$ cat src/rtl/lin_brk_pkg.sv
package lin_brk_pkg;

    typedef enum logic [1:0] {
        MODE_PLAIN = 2'b00,
        MODE_MULTI = 2'b01,
        MODE_SYNC  = 2'b10,
        MODE_LIN   = 2'b11
    } op_mode_e;

    localparam int RX_BRK_BITS  = 11;
    localparam int TX_BASE_BITS = 13;
    localparam int TX_CNT_W     = 5;

    localparam int IE_BIT   = 7;
    localparam int FLAG_BIT = 6;
    localparam int LEN_HI   = 5;
    localparam int LEN_LO   = 4;

    typedef struct packed {
        logic       ie;
        logic       flag;
        logic [1:0] len;
    } ctrl_t;

    function automatic logic [TX_CNT_W-1:0] len_to_bits(input logic [1:0] code);
        return TX_CNT_W'(TX_BASE_BITS) + {{(TX_CNT_W-2){1'b0}}, code};
    endfunction

    function automatic logic [7:0] pack_ctrl(input ctrl_t c, input logic force_flag);
        logic [7:0] b;
        b = 8'h00;
        b[IE_BIT]        = c.ie;
        b[FLAG_BIT]      = c.flag | force_flag;
        b[LEN_HI:LEN_LO] = c.len;
        return b;
    endfunction

endpackage

$ cat src/rtl/lin_brk_regs.sv
module lin_brk_regs
    import lin_brk_pkg::*;
(
    input  logic        clk,
    input  logic        rst,
    input  op_mode_e    op_mode,
    input  logic        wr_en,
    input  logic [7:0]  wr_data,
    input  logic        rd_rmw,
    input  logic        det_pulse,
    output ctrl_t       ctrl_q,
    output logic [7:0]  rd_data
);

    logic ie_locked;
    assign ie_locked = (op_mode == MODE_MULTI) || (op_mode == MODE_SYNC);

    always_ff @(posedge clk) begin
        if (rst) begin
            ctrl_q <= '0;
        end else begin
            if (det_pulse)
                ctrl_q.flag <= 1'b1;
            else if (wr_en && !wr_data[FLAG_BIT])
                ctrl_q.flag <= 1'b0;

            if (ie_locked)
                ctrl_q.ie <= 1'b0;
            else if (wr_en)
                ctrl_q.ie <= wr_data[IE_BIT];

            if (wr_en)
                ctrl_q.len <= wr_data[LEN_HI:LEN_LO];
        end
    end

    assign rd_data = pack_ctrl(ctrl_q, rd_rmw);

endmodule

$ cat src/rtl/lin_brk_rxdet.sv
module lin_brk_rxdet
    import lin_brk_pkg::*;
#(
    parameter int BRK_BITS = RX_BRK_BITS
) (
    input  logic     clk,
    input  logic     rst,
    input  op_mode_e op_mode,
    input  logic     bit_tick,
    input  logic     ser_in,
    output logic     det_pulse
);

    localparam int CW = $clog2(BRK_BITS + 1);
    localparam logic [CW-1:0] LAST  = CW'(BRK_BITS - 1);
    localparam logic [CW-1:0] SATUR = CW'(BRK_BITS);

    logic [CW-1:0] low_cnt;
    logic          lin_on;

    assign lin_on = (op_mode == MODE_LIN);

    always_ff @(posedge clk) begin
        if (rst || !lin_on) begin
            low_cnt <= '0;
        end else if (bit_tick) begin
            if (ser_in)
                low_cnt <= '0;
            else if (low_cnt != SATUR)
                low_cnt <= low_cnt + 1'b1;
        end
    end

    assign det_pulse = lin_on && bit_tick && !ser_in && (low_cnt == LAST);

endmodule

$ cat src/rtl/lin_brk_txgen.sv
module lin_brk_txgen
    import lin_brk_pkg::*;
(
    input  logic       clk,
    input  logic       rst,
    input  logic       bit_tick,
    input  logic       tx_start,
    input  logic [1:0] len_code,
    output logic       tx_busy,
    output logic       ser_out
);

    logic [TX_CNT_W-1:0] remain;

    always_ff @(posedge clk) begin
        if (rst)
            remain <= '0;
        else if (tx_start && remain == '0)
            remain <= len_to_bits(len_code);
        else if (bit_tick && remain != '0)
            remain <= remain - 1'b1;
    end

    assign tx_busy = (remain != '0);
    assign ser_out = !tx_busy;

endmodule

$ cat src/rtl/lin_brk_top.sv
module lin_brk_top
    import lin_brk_pkg::*;
(
    input  logic       clk,
    input  logic       rst,
    input  logic [1:0] op_mode,
    input  logic       wr_en,
    input  logic [7:0] wr_data,
    input  logic       rd_rmw,
    output logic [7:0] rd_data,
    input  logic       bit_tick,
    input  logic       ser_in,
    input  logic       tx_start,
    output logic       ser_out,
    output logic       tx_busy,
    output logic       irq
);

    op_mode_e mode;
    ctrl_t    ctrl_q;
    logic     det_pulse;
    logic     flag_q;
    logic     ie_q;

    assign mode   = op_mode_e'(op_mode);
    assign flag_q = ctrl_q.flag;
    assign ie_q   = ctrl_q.ie;

    lin_brk_rxdet #(.BRK_BITS(RX_BRK_BITS)) rx_i (
        .clk(clk), .rst(rst), .op_mode(mode),
        .bit_tick(bit_tick), .ser_in(ser_in), .det_pulse(det_pulse)
    );

    lin_brk_regs regs_i (
        .clk(clk), .rst(rst), .op_mode(mode),
        .wr_en(wr_en), .wr_data(wr_data), .rd_rmw(rd_rmw),
        .det_pulse(det_pulse), .ctrl_q(ctrl_q), .rd_data(rd_data)
    );

    lin_brk_txgen tx_i (
        .clk(clk), .rst(rst), .bit_tick(bit_tick), .tx_start(tx_start),
        .len_code(ctrl_q.len), .tx_busy(tx_busy), .ser_out(ser_out)
    );

    assign irq = flag_q & ie_q;

endmodule

$ cat config.mk
export PLATFORM = sky130hd
export DESIGN_NAME = lin_brk_top
export DESIGN_NICKNAME = d
export VERILOG_FILES = /design/src/rtl/lin_brk_pkg.sv /design/src/rtl/lin_brk_regs.sv /design/src/rtl/lin_brk_rxdet.sv /design/src/rtl/lin_brk_txgen.sv /design/src/rtl/lin_brk_top.sv
export SDC_FILE = /design/constraint.sdc
export NUM_CORES = 1
export LEC_CHECK = 0
export CAP_MARGIN = 10
export CORE_MARGIN = 4
export CORE_UTILIZATION = 35
export DETAILED_ROUTE_END_ITERATION = 7
export GPL_ROUTABILITY_DRIVEN = 0
export GPL_TIMING_DRIVEN = 0
export PLACE_DENSITY = 0.74
export RECOVER_POWER = 100
export SKIP_LAST_GASP = 1
export SYNTH_ARGS = -nofsm -noshare
export SYNTH_HDL_FRONTEND = slang
export SYNTH_SLANG_ARGS = --single-unit
export TNS_END_PERCENT = 30
$ cat constraint.sdc
create_clock -name clk -period 2.7 [get_ports clk]
set_input_delay 0.54 -clock clk [delete_from_list [all_inputs] [get_ports clk]]
set_output_delay 0.54 -clock clk [all_outputs]
set_load 0.005 [all_outputs]
## Word level (Yosys, flattened, before mapping)

Cells that the tools add are included.

| storage, ports and cells | value |
|---|---|
| register bits | 13 |
| bits in writable memories | 0 |
| bits in read-only memories | 0 |
| memories | 0 |
| logic and storage cells | 40 |
| bits of input ports | 17 |
| bits in latches | 0 |

| cells by class | value |
|---|---|
| magnitude comparators | 0 |
| multiply operators | 0 |
| mux-type cells | 6 |
| add/subtract/negate cells | 3 |
| equality and inequality tests | 5 |
| shift-type cells | 0 |
| reduce and logical (&&, ||, !) cells | 19 |
| divide/modulo/power cells | 0 |
| bitwise logic cells | 2 |

Operators by type and width:

| cell | number |
|---|---|
| $mux 5 | 2 |
| $mux 4 | 2 |
| $logic_and 1x1->1 | 6 |
| $reduce_bool 2->1 | 3 |
| $add 4x2->5 const A | 1 |
| $logic_not 5->1 | 1 |
| $reduce_bool 5->1 | 1 |
| $sub 5x1->5 const B | 1 |
| $add 4x1->4 const B | 1 |
| $eq 2x2->1 const B | 2 |
| $eq 4x4->1 const B | 1 |
| $logic_not 1->1 | 4 |
| $ne 4x4->1 const B | 1 |
| $eq 2x1->1 const B | 1 |
| $logic_or 1x1->1 | 2 |
| $mux 1 | 2 |
| $reduce_and 2->1 | 1 |
| $reduce_or 2->1 | 1 |
| $and 1x1->1 | 1 |
| $or 1x1->1 | 1 |

## Longest topological paths before layout

Gate-level depths: netlist of run 1.

| depth | value |
|---|---|
| depth after elaboration | 5 |
| gate-level depth with buffers | 7 |
| depth with buffers taken out | 6 |

## Modules after synthesis

From an unflattened synthesis of run 1, not the netlist that was laid out.

| unflattened totals | value |
|---|---|
| cell total of the unflattened synthesis | 91 |
| area, all modules | 777.0 µm² |

Modules (own cells, without submodules):

| module | cells each | area an instance (µm²) | instances |
|---|---|---|---|
| lin_brk_txgen | 38 | 314.1 | 1 |
| lin_brk_rxdet | 29 | 242.7 | 1 |
| lin_brk_regs | 23 | 214.0 | 1 |
| lin_brk_top | 1 | 6.3 | 1 |

## Least setup slack after synthesis of run 1

Ideal clock, no wire load.

| timing | value |
|---|---|
| path kind | register to output |
| start point | reg tx_i.remain[0] |
| end point | out ser_out |
| arrival | 1217 ps |
| required time | 2160 ps |
| path slack | 943 ps |
| stages on the path, launching flop included | 6 |
| path buffers | 1 |
| cell sequence | dfxtp_1 inv_1 ha_1 or4b_1 buf_6 inv_1 |

| between the ends | value |
|---|---|
| cells in the longest elaborated chain, start to end | 2 |

Ends and longest elaborated chain:

| element | line | text |
|---|---|---|
| start, declared | lin_brk_txgen.sv:13 | `logic [TX_CNT_W-1:0] remain;` |
| start signal, assigned | lin_brk_txgen.sv:19 | `remain <= len_to_bits(len_code);` |
| start signal, assigned | lin_brk_txgen.sv:21 | `remain <= remain - 1'b1;` |
| $reduce_bool 5->1 | lin_brk_txgen.sv:24 | `assign tx_busy = (remain != '0);` |
| net tx_busy | lin_brk_top.sv:15 | `output logic tx_busy,` |
| $logic_not 1->1 | lin_brk_txgen.sv:25 | `assign ser_out = !tx_busy;` |
| end, declared | lin_brk_top.sv:14 | `output logic ser_out,` |

The timed path passes the listed nets, and every way through them passes these cells.

## Final worst setup path of run 1

| timing | value |
|---|---|
| start point | reg tx_i.remain[0] |
| end point | out tx_busy |

| between the ends | value |
|---|---|
| cells in the longest elaborated chain, start to end | 1 |

Ends and longest elaborated chain:

| element | line |
|---|---|
| $reduce_bool 5->1 | lin_brk_txgen.sv:24 |
| end, declared | lin_brk_top.sv:15 |

Every way passes these cells.

==> results_dict.tcl, run 1 <==
set metrics [dict create \
    dieWidth_um 55.6 \
    synth_seq_area_share_pct 32.8 \
    cts_tree "done" \
    die-area_mm2 0.00310 \
    status "finished clean" \
    synth_edf_count 0 \
    fin_skew_ns 0.000425 \
    path_max_fanout 9 \
    cp_data_required_time_ns 2.16 \
    setup_viol 0 \
    setup_ws_ns 0.221 \
    grt_pass1_wl_um 3220 \
    endpoint_kind "primary output" \
    crit_family "buffers and inverters" \
    power.leakage_uw 0.000440 \
    switching_share_pct 34.6 \
    cpPeakStageDelay_ns 0.47 \
    relSlewSlack_pct 66.7 \
    first_pass_iters 4 \
    synth-seq-cells 13 \
    pre_cts_ws_ns 0.346 \
    fin_area_mm2 0.00105 \
    clk_path_buf_depth 2 \
    cts_hold_buf 0 \
    critPathSlowestCell "or4b_1" \
    port_buffers 18 \
    synth_top_area_share_pct 32.8 \
    critical_path_arrival_ns 1.94 \
    rows 16 \
    multi_input_area_um2 448 \
    finalHoldViolations 0 \
    async_flop_share_pct 0 \
    grt.total_usage_pct 12.9 \
    htree_levels 1 \
    nNetsFinal 139 \
    num_vias 735 \
    ant_nets 0 \
    grt_pass1_vias 716 \
    clk_latency_ns 0.27 \
    synth_most_common_cell "dfxtp_1" \
    synth_cells 91 \
    vdd_drop_max_v 0.000480 \
    post_drt_wl_per_cell_um 12.5 \
    vias_per_cell 5.14 \
    hp-class "register to register" \
    numClockSinks 13 \
    worstSetupPathType "register to primary output" \
    drive_gt1_share_pct 14.7 \
    drc_errors 0 \
    ff_latch_area_um2 260 \
    synth_area_leaders "dfxtp_1 (33%), ha_1 (7.9%), buf_4 (6.6%), mux2i_1 (5.0%), inv_1 (3.3%)" \
    max_freq_ghz 0.403 \
    drv_slew 0 \
    syn_area_um2 795 \
    period_minus_slack_ns 2.48 \
    pwr-share-seq_pct 36.0 \
    areaGrowthSynthToFinish_pct 31.8 \
    clockPowerShare_pct 17.8 \
    post_dp_cell_area_mm2 0.00102 \
    wirelength_um 1790 \
    synth_top_cell_by_area "dfxtp_1" \
    combPwrFrac_pct 46.2 \
    path_clk_slew_ns 0.09 \
    cts-root-buf "clkbuf_4" \
    worstMarginPinSlew_ns 0.500 \
    start_util_pct 38.5 \
    drv_cap 0 \
    core_mm2 0.00206 \
    path_buf_inv 3 \
    yosysUniqueCellTypes 38 \
    antennaDiodeCount 0 \
    dieHeight_um 55.6 \
    postSynthAreaPerCell_um2 8.73 \
    path_cells "inv_2 > ha_1 > or4b_1 > buf_6 > clkdlybuf4s50_1" \
    overflow 0 \
    io_pins 28 \
    setup.worst_path.start_class "register" \
    numCtsBuffers 3 \
    postCtsSetupRepairBufs 0 \
    fill_cells 202 \
    rsz0062_at_grt "no" \
    power_density_mw_per_mm2 665 \
    hpwl_um 1420 \
    synth_commonest_cells "dfxtp_1 (13), buf_4 (7), inv_1 (7), nand2_1 (6)" \
    p_sw_uw 241 \
    synth_flop_cell "dfxtp_1" \
    min_period_over_period_pct 91.8 \
    tns_ns 0 \
    drt-initial-drc-count 24 \
    p_int_uw 455 \
    grt_max_degree 11 \
    ctsResizeCount 0 \
    synth_warnings 0 \
    grt_antenna_before_repair 0 \
]
==> worst paths after layout <==
kind / start / to / slack [ns] / cells past startpoint
worst min register to register: tx_i.remain[1] / tx_i.remain[1] / 0.53 / 2
worst max register to register: tx_i.remain[0] / tx_i.remain[0] / 0.93 / 6
worst min-delay path: tx_i.remain[1] / tx_i.remain[1] / 0.53 / 2
worst max-delay path: tx_i.remain[0] / tx_busy / 0.22 / 5
==> cells in the final DEF, fill, tap and decap left out, types with 3 or more instances in the layout <==
cell type | Yosys | routed
dlygate4sd3_1 | 0 | 7
ha_1 | 5 | 5
inv_1 | 7 | 6
conb_1 | 1 | 4
nor3_1 | 3 | 3
clkbuf_4 | 0 | 4
nand2_1 | 6 | 6
a31oi_1 | 4 | 4
o21ai_0 | 5 | 5
dfxtp_1 | 13 | 13
nor2b_1 | 3 | 3
buf_4 | 7 | 6
clkdlybuf4s50_1 | 0 | 10
mux2i_1 | 4 | 4
==> layout make-up <==
| type | count | share of cell area [%] |
|---|---|---|
| multi-input combinational | 64 | 42.8 |
| timing repair buffer | 18 | 17.2 |
| clock buffer | 3 | 2.15 |
| clock inverter | 1 | 0.478 |
| sequential | 13 | 24.9 |
| inverter | 7 | 2.51 |
| tap | 27 | 3.23 |
| buffer | 10 | 6.81 |
==> cells by family (layout without fill, tap and decap cells) <==
| family | after synthesis | after routing | share of synthesized area [%] |
|---|---|---|---|
| compound gates | 20 | 20 | 17.3 |
| fa+ha+maj | 5 | 5 | 7.87 |
| buf+inv | 17 | 39 | 12.3 |
| flops | 13 | 13 | 32.8 |
| mux | 4 | 4 | 5.04 |
| other cells | 1 | 4 | 0.472 |
| simple gates | 31 | 31 | 24.3 |
==> power groups by stage <==
stage	Combinational [uW]	Sequential (uW)	Clock, uW
5_1_grt	358	254	143
3_3_place_gp	316	251	0
3_5_place_dp	326	254	0
6_report	322	250	124
4_1_cts	331	249	128
2_1_floorplan	216	244	0
==> stage by stage <==
stage          util [%]  std cells  total power (uW)  hold slack [ns]
2_1_floorplan         -         94               460            0.471
3_3_place_gp       49.5        139               567            0.491
3_5_place_dp       49.5        139               580            0.512
4_1_cts            50.8        143               708            0.528
5_1_grt            50.8        143               756            0.551
6_report           50.8        143               696            0.529
==> worst min-delay path: stages (launching register included) <==
cell     delay [ns]
dfxtp_1        0.33
o21ai_0        0.09
a31oi_1        0.08
==> metal layers <==
metal	global-route usage, %	routed length (um)	vias up
met2	21.5	907	14
met5	0	0	-
met1	15.0	781	347
li1	-	-	372
met3	4.64	71	2
met4	5.21	27	0
==> registers in the layout (all words and copies together), names as in the netlist <==
register       flops
regs_i.ctrl_q      4
rx_i.low_cnt       4
tx_i.remain        5
Power figures use the tool's default switching activity.
==> run 2, diff against run 1 <==
Settings changed: CELL_PAD_IN_SITES_DETAIL_PLACEMENT set to 0, CELL_PAD_IN_SITES_GLOBAL_PLACEMENT set to 1, CORE_ASPECT_RATIO set to 0.5, CORE_UTILIZATION 35 to 28, PLACE_DENSITY 0.74 to 0.82.
Clock period 2.7 ns to 2.2 ns, I/O delays scaled along.
==> results_dict.tcl, run 2 (synthesis gave the netlist of run 1 again) <==
set metrics [dict create \
    status "finished clean" \
    vias_per_cell 4.57 \
    pre_cts_ws_ns -0.0443 \
    drv_slew 0 \
    vdd_drop_max_v 0.000343 \
    final_cell_mix "dfxtp_1 (13), clkdlybuf4s50_1 (9), buf_4 (8)" \
    grt.total_usage_pct 10.0 \
    cts-root-buf "clkbuf_8" \
    first_pass_iters 4 \
    drt-initial-drc-count 32 \
    areaGrowthSynthToFinish_pct 35.3 \
    hold_depth 2 \
    rows 13 \
    min_period_over_period_pct 95.7 \
    cts_hold_buf 0 \
    period_minus_slack_ns 2.10 \
    reg2reg_slack_ns 0.54 \
    overflow 0 \
    core_mm2 0.00265 \
    path_max_fanout 1 \
    wirelength_um 1750 \
    largest-register "tx_i.remain" \
    drive_gt1_share_pct 15.5 \
    dieHeight_um 45.7 \
    htree_levels 1 \
    rr_endpoint "tx_i.remain[0]" \
    grt_pass1_vias 634 \
    io_pins 28 \
    fin_skew_ns 0.00205 \
    drc_errors 0 \
    numCtsBuffers 3 \
    die-area_mm2 0.00381 \
    cp_data_required_time_ns 1.76 \
    worstMarginPinSlew_ns 0.504 \
    relSlewSlack_pct 65.9 \
    power.leakage_uw 0.000449 \
    path_cells "clkdlybuf4s50_1 > or2_2 > dlygate4sd3_1" \
    drv_cap 0 \
    reg2regPathDepth 5 \
    nNetsFinal 139 \
    clk_path_buf_depth 2 \
    setup.worst_path.start_class "input pin" \
    worstReg2RegStart "tx_i.remain[1]" \
    hold_end "tx_i.remain[1]" \
    reg_top3 "tx_i.remain (5), regs_i.ctrl_q (4), rx_i.low_cnt (4)" \
    num_vias 699 \
    grt_max_degree 11 \
    critPathSlowestCell "dlygate4sd3_1" \
    setup_viol 0 \
    instances_no_fill 153 \
    path_clk_slew_ns 0.06 \
    port_buffers 18 \
    whs_ns 0.515 \
    clk_latency_ns 0.24 \
    cpPeakStageDelay_ns 0.58 \
    numClockSinks 13 \
    grt_antenna_before_repair 0 \
    cts_tree "done" \
    dieWidth_um 83.3 \
    power_density_mw_per_mm2 829 \
    cp-startpoint "rd_rmw" \
    final_common_cell "dfxtp_1" \
    hold_start "tx_i.remain[1]" \
    max_freq_ghz 0.475 \
    finalHoldViolations 0 \
    ant_nets 0 \
    grt_pass1_wl_um 2890 \
    hp-class "register to register" \
    rsz0062_at_grt "no" \
    hpwl_um 1370 \
    placed_cells 149 \
    largest_reg_flops 5 \
    antennaDiodeCount 0 \
    endpoint_kind "primary output" \
    setup_ws_ns 0.0953 \
    post_drt_wl_per_cell_um 11.4 \
    worstSetupPathType "input pin to primary output" \
    start_util_pct 30.0 \
    critical_path_arrival_ns 1.66 \
]
[run 2: cell types whose count changed in the layout (fill, tap and decap cells not counted), sizes merged]
cell           delta
clkdlybuf4s50     -1
dlygate4sd2       +2
clkdlybuf4s25     -1
buf               +1
clkinv            -1
[run 2: critical path, delay by kind of cell]
family,cells,cell delay [ns]
AND/OR/NAND/NOR,1,0.26
buffers and inverters,2,0.97
[run 2: area by class of cell]
class | count | area [um^2]
multi-input combinational | 64 | 452
buffer | 9 | 60.1
tap | 37 | 46.3
sequential | 13 | 260
fill | 274 | 1580
timing repair buffer | 19 | 185
clock buffer | 4 | 45.0
inverter | 7 | 26.3
[run 2: what timing repair did]
action / CTS / global route
gates resized for setup: 4 / 2
pin swaps: 1 / 0
setup endpoints to repair: 2 / 2
buffers inserted: 1 / 0
[run 2: routing by layer]
layer  share of wire, %  track usage, %  vias up
li1                   -               -      374
met1                 49            12.2      314
met2                 48            16.1       11
met3                2.9            3.79        0
met4                  0            4.89        0
met5                  0               0        -
[run 2: power by group]
group | switching [uW] | internal, uW
Sequential | 36.9 | 272
Clock | 84.8 | 128
Combinational | 167 | 202
Total | 289 | 602
[run 2: worst max path at each step]
stage	endpoint	slack, ns
2_1_floorplan	tx_i.remain[0]	0.52
3_3_place_gp	ser_out	-0.04
3_5_place_dp	ser_out	-0.04
4_1_cts	ser_out	-0.007
5_1_grt	ser_out	0.02
6_report	rd_data[6]	0.1
[run 2: through the flow]
step	total power, uW	setup TNS, ns	instance area, um^2	utilization (%)
floorplan	565	0	806	-
global placement	706	-0.0382	1030	38.9
detailed placement	709	-0.0443	1030	38.9
CTS	937	-0.00709	1090	41.1
global route	970	0	1070	40.5
finish	891	0	1070	40.5
==> run 3, diff against run 2 <==
Settings changed: ABC_AREA set to 1, CORE_UTILIZATION 28 to 27, PLACE_DENSITY 0.82 to 0.83.
==> results_dict.tcl, run 3 <==
set metrics [dict create \
    path_cells "clkdlybuf4s50_1 > or2_2 > dlygate4sd3_1" \
    synth_flop_cell "dfxtp_1" \
    endpoint_kind "primary output" \
    grt_antenna_before_repair 0 \
    clk_latency_ns 0.25 \
    drt-initial-drc-count 42 \
    synth_commonest_cells "nand2_1 (21), nor2_1 (15), inv_1 (14), dfxtp_1 (13)" \
    cp_data_required_time_ns 1.76 \
    grt_pass1_vias 652 \
    synth-xor-area-share_pct 2.24 \
    synth_cells 111 \
    synth_edf_count 0 \
    synth_top_family_by_area "simple AND/OR/NAND/NOR gates" \
    worstSetupPathType "input pin to primary output" \
    vdd_drop_max_v 0.000281 \
    grtUsageMet2_pct 13.8 \
    dieWidth_um 84.1 \
    postSynthAreaPerCell_um2 7.05 \
    synth_area_leaders "dfxtp_1 (33%), nand2_1 (10%), ha_1 (8.0%), nor2_1 (7.2%), buf_4 (6.7%)" \
    synth_top_cell_by_area "dfxtp_1" \
    drive_gt1_share_pct 10.2 \
    drv_slew 0 \
    hold_end "tx_i.remain[4]" \
    rr_endpoint "tx_i.remain[2]" \
    wirelength_um 1640 \
    rows 13 \
    core_mm2 0.00268 \
    reg2regPathDepth 7 \
    final_common_cell "nand2_1" \
    path_buf_inv 2 \
    path_max_fanout 1 \
    hp-class "register to register" \
    cpPeakStageDelay_ns 0.57 \
    synthMuxAreaShare_pct 0 \
    top_usage_layer "met2" \
    setup.worst_path.start_class "input pin" \
    overflow 0 \
    setup_ws_ns 0.0968 \
    antennaDiodeCount 0 \
    globalRouteMet3Util_pct 3.75 \
    critical_path_arrival_ns 1.66 \
    numCtsBuffers 3 \
    nNetsFinal 160 \
    grt.total_usage_pct 9.18 \
    rsz0062_at_grt "no" \
    die-area_mm2 0.00387 \
    path_clk_slew_ns 0.06 \
    areaGrowthSynthToFinish_pct 35.0 \
    tns_ns 0 \
    io_pins 28 \
    grt_pass1_wl_um 2800 \
    first_pass_iters 4 \
    yosysUniqueCellTypes 23 \
    setup_viol 0 \
    period_minus_slack_ns 2.10 \
    reg2reg_slack_ns 0.69 \
    port_buffers 19 \
    power_density_mw_per_mm2 890 \
    htree_levels 1 \
    fin_skew_ns 0.00726 \
    largest-register "tx_i.remain" \
    hold_start "tx_i.remain[4]" \
    clk_path_buf_depth 2 \
    synth-seq-cells 13 \
    vias_per_cell 4.20 \
    drv_cap 0 \
    synth_compound_area_share_pct 10.9 \
    max_freq_ghz 0.475 \
    numClockSinks 13 \
    synthSimpleGateAreaFrac_pct 31.2 \
    yosys.area_share.adder_pct 8.00 \
    critPathSlowestCell "dlygate4sd3_1" \
    hold_depth 2 \
    min_period_over_period_pct 95.6 \
    synth_warnings 0 \
    hpwl_um 1280 \
    largest_reg_flops 5 \
    syn_area_um2 782 \
    dieHeight_um 46.1 \
    synth_seq_area_share_pct 33.3 \
    synth_most_common_cell "nand2_1" \
    num_vias 731 \
    postCtsSetupRepairBufs 0 \
    async_flop_share_pct 0 \
    ant_nets 0 \
    post_drt_wl_per_cell_um 9.41 \
    status "finished clean" \
    drc_errors 0 \
    grt_max_degree 8 \
    cts-root-buf "clkbuf_8" \
    power.leakage_uw 0.000493 \
    crit_family "buffers and inverters" \
    synth_top_area_share_pct 33.3 \
    reg_top3 "tx_i.remain (5), regs_i.ctrl_q (4), rx_i.low_cnt (4)" \
    finalHoldViolations 0 \
    worstReg2RegStart "tx_i.remain[0]" \
    start_util_pct 29.1 \
    pre_cts_ws_ns 0.226 \
    use_met1_pct 12.1 \
    cts_hold_buf 0 \
    cts_tree "done" \
    final_cell_mix "nand2_1 (22), inv_1 (15), nor2_1 (15)" \
    fill_cells 288 \
    ctsResizeCount 0 \
]
run 3: metrics by stage:
stage	instance area [um^2]	power (uW)	utilization (%)	instances	hold WS, ns
3_3_place_gp	1030	772	38.4	170	0.452
3_5_place_dp	1030	769	38.4	170	0.457
2_1_floorplan	793	624	-	114	0.433
6_report	1060	940	39.3	174	0.466
5_1_grt	1060	1030	39.3	174	0.488
4_1_cts	1070	991	40.0	174	0.468
run 3: worst reg2reg max path, cell delays in order, from the launching register on:
cell	delay (ns)
dfxtp_1	0.31
inv_1	0.11
ha_1	0.24
nand4_1	0.22
nand2_1	0.25
inv_1	0.11
a21oi_1	0.12
nor2_1	0.05
run 3: power breakdown:
group / internal [uW] / total (uW) / switching, uW / leakage, uW
sequential: 274 / 312 / 37.8 / 0.000106
combinational: 201 / 413 / 212 / 0.000364
clock: 128 / 215 / 87.1 / 0.0000228
total: 603 / 940 / 337 / 0.000493
run 3: cells by family (layout without fill, tap and decap cells):
family / after synthesis / count (layout)
xor+xnor: 2 / 2
other cells: 1 / 4
compound gates: 16 / 16
simple gates: 52 / 52
flops: 13 / 13
fa+ha+maj: 5 / 5
buf+inv: 22 / 45
run 3: area by class of cell:
type | instances | area [um^2] | share of cell area (%)
Clock buffer | 4 | 45.0 | 4.27
Timing Repair Buffer | 19 | 190 | 18.0
Inverter | 15 | 56.3 | 5.33
Sequential cell | 13 | 260 | 24.6
Buffer | 7 | 52.6 | 4.98
Multi-Input combinational cell | 79 | 405 | 38.4
Tap cell | 37 | 46.3 | 4.38
run 3: how the worst max path moves through the flow:
stage / start / to / slack [ns] / depth (start not counted)
2_1_floorplan: tx_i.remain[0] / ser_out / 0.94 / 4
3_3_place_gp: rd_rmw / rd_data[6] / 0.22 / 3
3_5_place_dp: rd_rmw / rd_data[6] / 0.23 / 3
4_1_cts: tx_i.remain[0] / ser_out / 0.15 / 5
5_1_grt: tx_i.remain[0] / ser_out / 0.04 / 5
6_report: rd_rmw / rd_data[6] / 0.1 / 3
run 3: layer usage:
| metal | wire length (um) | vias to the layer above |
|---|---|---|
| li1 | - | 398 |
| met1 | 797 | 315 |
| met2 | 757 | 16 |
| met3 | 64 | 2 |
| met4 | 19 | 0 |
| met5 | 0 | - |
